==> src/rtl/cfgsel_pkg.sv <==
package cfgsel_pkg;

  // Source of the active configuration index
  typedef enum logic {
    SRC_LIVE     = 1'b0,
    SRC_CAPTURED = 1'b1
  } idx_src_e;

endpackage

==> src/rtl/cfgsel_rst_sync.sv <==
module cfgsel_rst_sync #(
  parameter int STAGES = 2
) (
  input  logic clk,
  input  logic arst_n,
  output logic rst_n_o
);

  logic [STAGES-1:0] chain_q;
  logic [STAGES-1:0] chain_d;

  always_comb begin
    chain_d = {chain_q[STAGES-2:0], 1'b1};
  end

  always_ff @(posedge clk or negedge arst_n) begin
    if (!arst_n) chain_q <= '0;
    else         chain_q <= chain_d;
  end

  assign rst_n_o = chain_q[STAGES-1];

endmodule

==> src/rtl/cfgsel_pin_sync.sv <==
module cfgsel_pin_sync #(
  parameter int WIDTH  = 2,
  parameter int STAGES = 2
) (
  input  logic             clk,
  input  logic             arst_n,
  input  logic [WIDTH-1:0] d_i,
  output logic [WIDTH-1:0] q_o
);

  logic [WIDTH-1:0] stage_q [STAGES];

  genvar s;
  generate
    for (s = 0; s < STAGES; s++) begin : g_stage
      logic [WIDTH-1:0] stage_d;
      if (s == 0) begin : g_first
        always_comb stage_d = d_i;
      end else begin : g_next
        always_comb stage_d = stage_q[s-1];
      end
      always_ff @(posedge clk or negedge arst_n) begin
        if (!arst_n) stage_q[s] <= '0;
        else         stage_q[s] <= stage_d;
      end
    end
  endgenerate

  assign q_o = stage_q[STAGES-1];

endmodule

==> src/rtl/cfgsel_capture.sv <==
module cfgsel_capture #(
  parameter int WIDTH = 2
) (
  input  logic             clk,
  input  logic             rst_n,
  input  logic [WIDTH-1:0] pins_i,
  output logic [WIDTH-1:0] cap_o,
  output logic             done_o
);

  logic [WIDTH-1:0] cap_q, cap_d;
  logic             done_q, done_d;
  logic             load_en;

  always_comb begin
    load_en = !done_q;
    cap_d   = cap_q;
    done_d  = done_q;
    if (load_en) begin
      cap_d  = pins_i;
      done_d = 1'b1;
    end
  end

  always_ff @(posedge clk or negedge rst_n) begin
    if (!rst_n) begin
      cap_q  <= '0;
      done_q <= 1'b0;
    end else begin
      cap_q  <= cap_d;
      done_q <= done_d;
    end
  end

  assign cap_o  = cap_q;
  assign done_o = done_q;

  // the first load takes the pin value present on the previous cycle
  a_r2_capture: assert property (@(posedge clk) disable iff (!rst_n)
    $rose(done_q) |-> cap_q == $past(pins_i));

  // once captured, the value and flag stay until reset
  a_r8_hold: assert property (@(posedge clk) disable iff (!rst_n)
    done_q |=> (done_q && $stable(cap_q)));

endmodule

==> src/rtl/cfgsel_en_reg.sv <==
module cfgsel_en_reg #(
  parameter int WIDTH = 2
) (
  input  logic             clk,
  input  logic             rst_n,
  input  logic             wr_i,
  input  logic [WIDTH-1:0] wdata_i,
  output logic [WIDTH-1:0] en_o
);

  logic [WIDTH-1:0] en_q, en_d;

  always_comb begin
    en_d = en_q;
    if (wr_i) en_d = wdata_i;
  end

  always_ff @(posedge clk or negedge rst_n) begin
    if (!rst_n) en_q <= '1;
    else        en_q <= en_d;
  end

  assign en_o = en_q;

  // a strobed write lands in the enable bits on the next cycle
  a_r6_write: assert property (@(posedge clk) disable iff (!rst_n)
    ($past(rst_n) && $past(wr_i)) |-> en_q == $past(wdata_i));

endmodule

==> src/rtl/clk_cfg_select.sv <==
module clk_cfg_select #(
  parameter int NUM_SEL     = 2,
  parameter int SYNC_STAGES = 2
) (
  input  logic               clk,
  input  logic               por_n,
  input  logic [NUM_SEL-1:0] sel_pin,
  input  logic               prog_mode,
  input  logic               en_wr,
  input  logic [NUM_SEL-1:0] en_wdata,
  output logic [NUM_SEL-1:0] cfg_idx
);
  import cfgsel_pkg::*;

  localparam int NUM_CFG = 1 << NUM_SEL;

  logic               rst_int_n;
  logic [NUM_SEL-1:0] pins_sync;
  logic [NUM_SEL-1:0] cap_idx;
  logic               cap_done;
  logic [NUM_SEL-1:0] en_bits;
  logic [NUM_SEL-1:0] live_idx;
  idx_src_e           src;

  cfgsel_rst_sync #(.STAGES(SYNC_STAGES)) u_rst_sync (
    .clk     (clk),
    .arst_n  (por_n),
    .rst_n_o (rst_int_n)
  );

  // Synchronizer runs from the raw reset so it is filled by capture time
  cfgsel_pin_sync #(.WIDTH(NUM_SEL), .STAGES(SYNC_STAGES)) u_pin_sync (
    .clk    (clk),
    .arst_n (por_n),
    .d_i    (sel_pin),
    .q_o    (pins_sync)
  );

  cfgsel_capture #(.WIDTH(NUM_SEL)) u_capture (
    .clk    (clk),
    .rst_n  (rst_int_n),
    .pins_i (pins_sync),
    .cap_o  (cap_idx),
    .done_o (cap_done)
  );

  cfgsel_en_reg #(.WIDTH(NUM_SEL)) u_en_reg (
    .clk     (clk),
    .rst_n   (rst_int_n),
    .wr_i    (en_wr),
    .wdata_i (en_wdata),
    .en_o    (en_bits)
  );

  genvar i;
  generate
    for (i = 0; i < NUM_SEL; i++) begin : g_mask
      assign live_idx[i] = pins_sync[i] & en_bits[i];
    end
  endgenerate

  always_comb begin
    src = prog_mode ? SRC_CAPTURED : SRC_LIVE;
    if (!cap_done)                cfg_idx = '0;
    else if (src == SRC_CAPTURED) cfg_idx = cap_idx;
    else                          cfg_idx = live_idx;
  end

  // in programming mode the index does not move
  a_r3_prog_stable: assert property (@(posedge clk) disable iff (!rst_int_n)
    (prog_mode && $past(prog_mode) && $past(cap_done)) |-> $stable(cfg_idx));

  // index is zero until the capture completes
  a_r1_zero_before_capture: assert property (@(posedge clk) disable iff (!por_n)
    !cap_done |-> cfg_idx == '0);

  initial begin
    if (NUM_CFG < 2) $error("NUM_SEL must be at least 1");
  end

endmodule

==> config.mk <==
export PLATFORM = sky130hd
export DESIGN_NAME = clk_cfg_select
export DESIGN_NICKNAME = d
export VERILOG_FILES = /design/src/rtl/cfgsel_pkg.sv /design/src/rtl/cfgsel_rst_sync.sv /design/src/rtl/cfgsel_pin_sync.sv /design/src/rtl/cfgsel_capture.sv /design/src/rtl/cfgsel_en_reg.sv /design/src/rtl/clk_cfg_select.sv
export SDC_FILE = /design/constraint.sdc
export NUM_CORES = 1
export LEC_CHECK = 0
export CAP_MARGIN = 5
export CORE_AREA = 10 10 47 49
export CTS_BUF_LIST = sky130_fd_sc_hd__clkbuf_8
export DETAILED_ROUTE_END_ITERATION = 16
export DIE_AREA = 0 0 57 59
export GPL_TIMING_DRIVEN = 0
export PLACE_DENSITY = 0.62
export SYNTH_ARGS = -nofsm -noshare
export SYNTH_HDL_FRONTEND = slang
export SYNTH_SLANG_ARGS = --single-unit
==> constraint.sdc <==
create_clock -name clk -period 0.8 [get_ports clk]
set_input_delay 0.16 -clock clk [delete_from_list [all_inputs] [get_ports clk]]
set_output_delay 0.16 -clock clk [all_outputs]
set_load 0.1 [all_outputs]
==> run metrics <==
Vias 216; area share of the largest cell type after synthesis 62.28%; routability cong. 0.7647; Seq cells post-synth 11; final wirelength 690 um; Worst EP arrival 1.19 ns; CORE AREA 1401 um^2; gr ovfl total 0; first-pass GRT wire length 1097 um; Inserted Clock Buffers 3; post-synthesis instance area 361.6 um^2; failing checks negative setup slack; max_cap viols 0; crit path launch type register; number of global-route vias before repair 251; kind of critical path register to primary output; IO Port Bufs 9; post-DP HPWL 498.9 um; Detail Route Antenna Nets 0; metal2 WL 313 um; worst skew pair latency 0.23 ns; Final Hold Fails 0; Setup Viol. Count Final 4; CP Data Required Time 0.64 ns; PD cells 2297 nW/um^2; Iter 0 DRT Violations 0; average wire per standard cell 12.78 um; die height 59 um; clk buf depth 2; P&R area growth vs syn 60.90%; crit path capture type primary output; DIE WIDTH 57 um; maximum clock frequency 738.7 MHz; fin crit period 1.354 ns; synth top area cells dfrtp_1 (62%), dfstp_2 (15%), mux2_2 (12%); top sig layer met3; layout cell share with drive strength beyond 1 42.11%; All-Layer GR Usage 4.494%; pin count of the biggest net entering global routing 7; Synth area leader dfrtp_1; clk_skew 0.003189 ns; synthesized area per cell 16.44 um^2; DRT met1 WL 300 um; Synth Instances 22; # DRC 0; Initial Utilization 25.80%; Clk pin slew, worst setup/hold paths 0.05 ns; RSZ-0062 raised after global routing true; pre-CTS WS -1.483 ns; sequential element share of the synthesized area 76.82%; final critical-path share of the clock period 169.2%; Worst Path Max Fanout 2; Vias per Instance 4.000; worst vdd ir 0.6789 mV; status complete, but fails checks; CTS tree yes; ant diodes 0; count of pins over their slew limit 0; num rows 14; Die Area 3363 um^2; synth warn 0; clock sinks 11; final worst setup slack -0.5537 ns; htree depth 1; Root Buffer clkbuf_8; total power 1336 uW; # IOs 10; Worst Reg-to-Reg Cells 2; Min-Delay Path Class register to asynchronous set/reset pin; Static Leakage 0.0002549 uW; initial antenna violation count 0; met3 WL post-DR 75 um; hold_buf cts 0; post-synth cell types 7; Post-layout nets 47; Pre-Repair DR Iteration Count 1; Hold Slack 0.07585 ns
-- kinds of logic (layout without fill, tap and decap cells) --
kind of cell,count (synthesis),in the layout,synth area share (%)
mux,4,4,12.46
other cells,1,2,1.037
flops,11,11,76.82
buf+inv,0,15,0
simple gates,6,6,9.690
-- final cells by class --
cell class              count  area (um^2)
multi-input cells          12        106.4
fillers                   125        819.5
repair buffers             11        131.4
flip-flops and latches     11        279.0
well taps                  16        20.02
clock buffers               3        41.29
clock inverters             1        3.754
-- metal layers --
metal  vias to the layer above  GRT usage [%]
li1                        105              -
met1                       101          4.756
met2                        10          5.581
met3                         0          2.790
met4                         0          5.034
met5                         -              0
-- cell usage in the layout, fill, tap and decap left out --
cell / count
dfrtp_2: 1
dfstp_2: 2
clkbuf_8: 3
dfrtp_1: 8
buf_6: 2
nand4b_1: 2
mux2_4: 1
conb_1: 2
nand2_4: 2
dlygate4sd2_1: 1
clkdlybuf4s50_1: 6
buf_12: 2
mux2_2: 3
nand3_1: 2
inv_1: 1
-- state kept, by name (all words and copies together) (netlist names) --
signal                      cells
u_pin_sync.g_stage.stage_d      2
u_pin_sync.q_o                  2
u_rst_sync.chain_q              2
u_capture.done_o                1
u_capture.cap_o                 2
u_en_reg.en_o                   2
-- repair_timing --
action / in CTS / in global routing
setup endpoints to repair: 6 / 4
buffers inserted: 0 / 2
resized for setup: 21 / 2
-- worst max-delay path: stages, from the launching register on --
cell      delay, ns
dfstp_2        0.52
nand4b_1       0.16
nand2_4        0.11
buf_12         0.17
-- synthesized netlist by cell type --
master,count
nand4b_1,2
dfstp_2,2
dfrtp_1,9
conb_1,1
nand2_1,2
nand3_1,2
mux2_2,4
-- through the flow --
| stage | TNS, ns | util [%] | std cells | instance area (um^2) |
|---|---|---|---|---|
| floorplan | -0.6385 | - | 23 | 380.4 |
| global placement | -3.478 | 35.00 | 48 | 490.5 |
| detailed placement | -3.675 | 35.00 | 48 | 490.5 |
| CTS | -1.259 | 39.91 | 52 | 559.3 |
| global route | -1.552 | 41.52 | 54 | 581.8 |
| finish | -1.408 | 41.52 | 54 | 581.8 |
-- final timing paths --
check	endpoint	slack [ns]	from
setup / recovery	cfg_idx[1]	-0.55	u_en_reg.en_o[1]
hold / removal	u_capture.cap_o[1]	0.08	u_rst_sync.chain_q[1]
setup reg to reg	u_capture.cap_o[0]	-0.17	u_capture.done_o
hold reg to reg	u_capture.cap_o[1]	0.08	u_rst_sync.chain_q[1]
max in group asynchronous	u_pin_sync.q_o[1]	0.42	por_n
min in group clk	u_en_reg.en_o[0]	0.34	en_wr
-- report_power, final --
group | switching [uW] | internal (uW) | total, uW | leakage (uW)
combinational | 94.8 | 96.7 | 191 | 0.000103
clock | 182 | 334 | 517 | 0.0000269
sequential | 23.6 | 604 | 628 | 0.000125
total | 301 | 1040 | 1340 | 0.000255
Note: power is estimated with default switching activity, not from simulation.
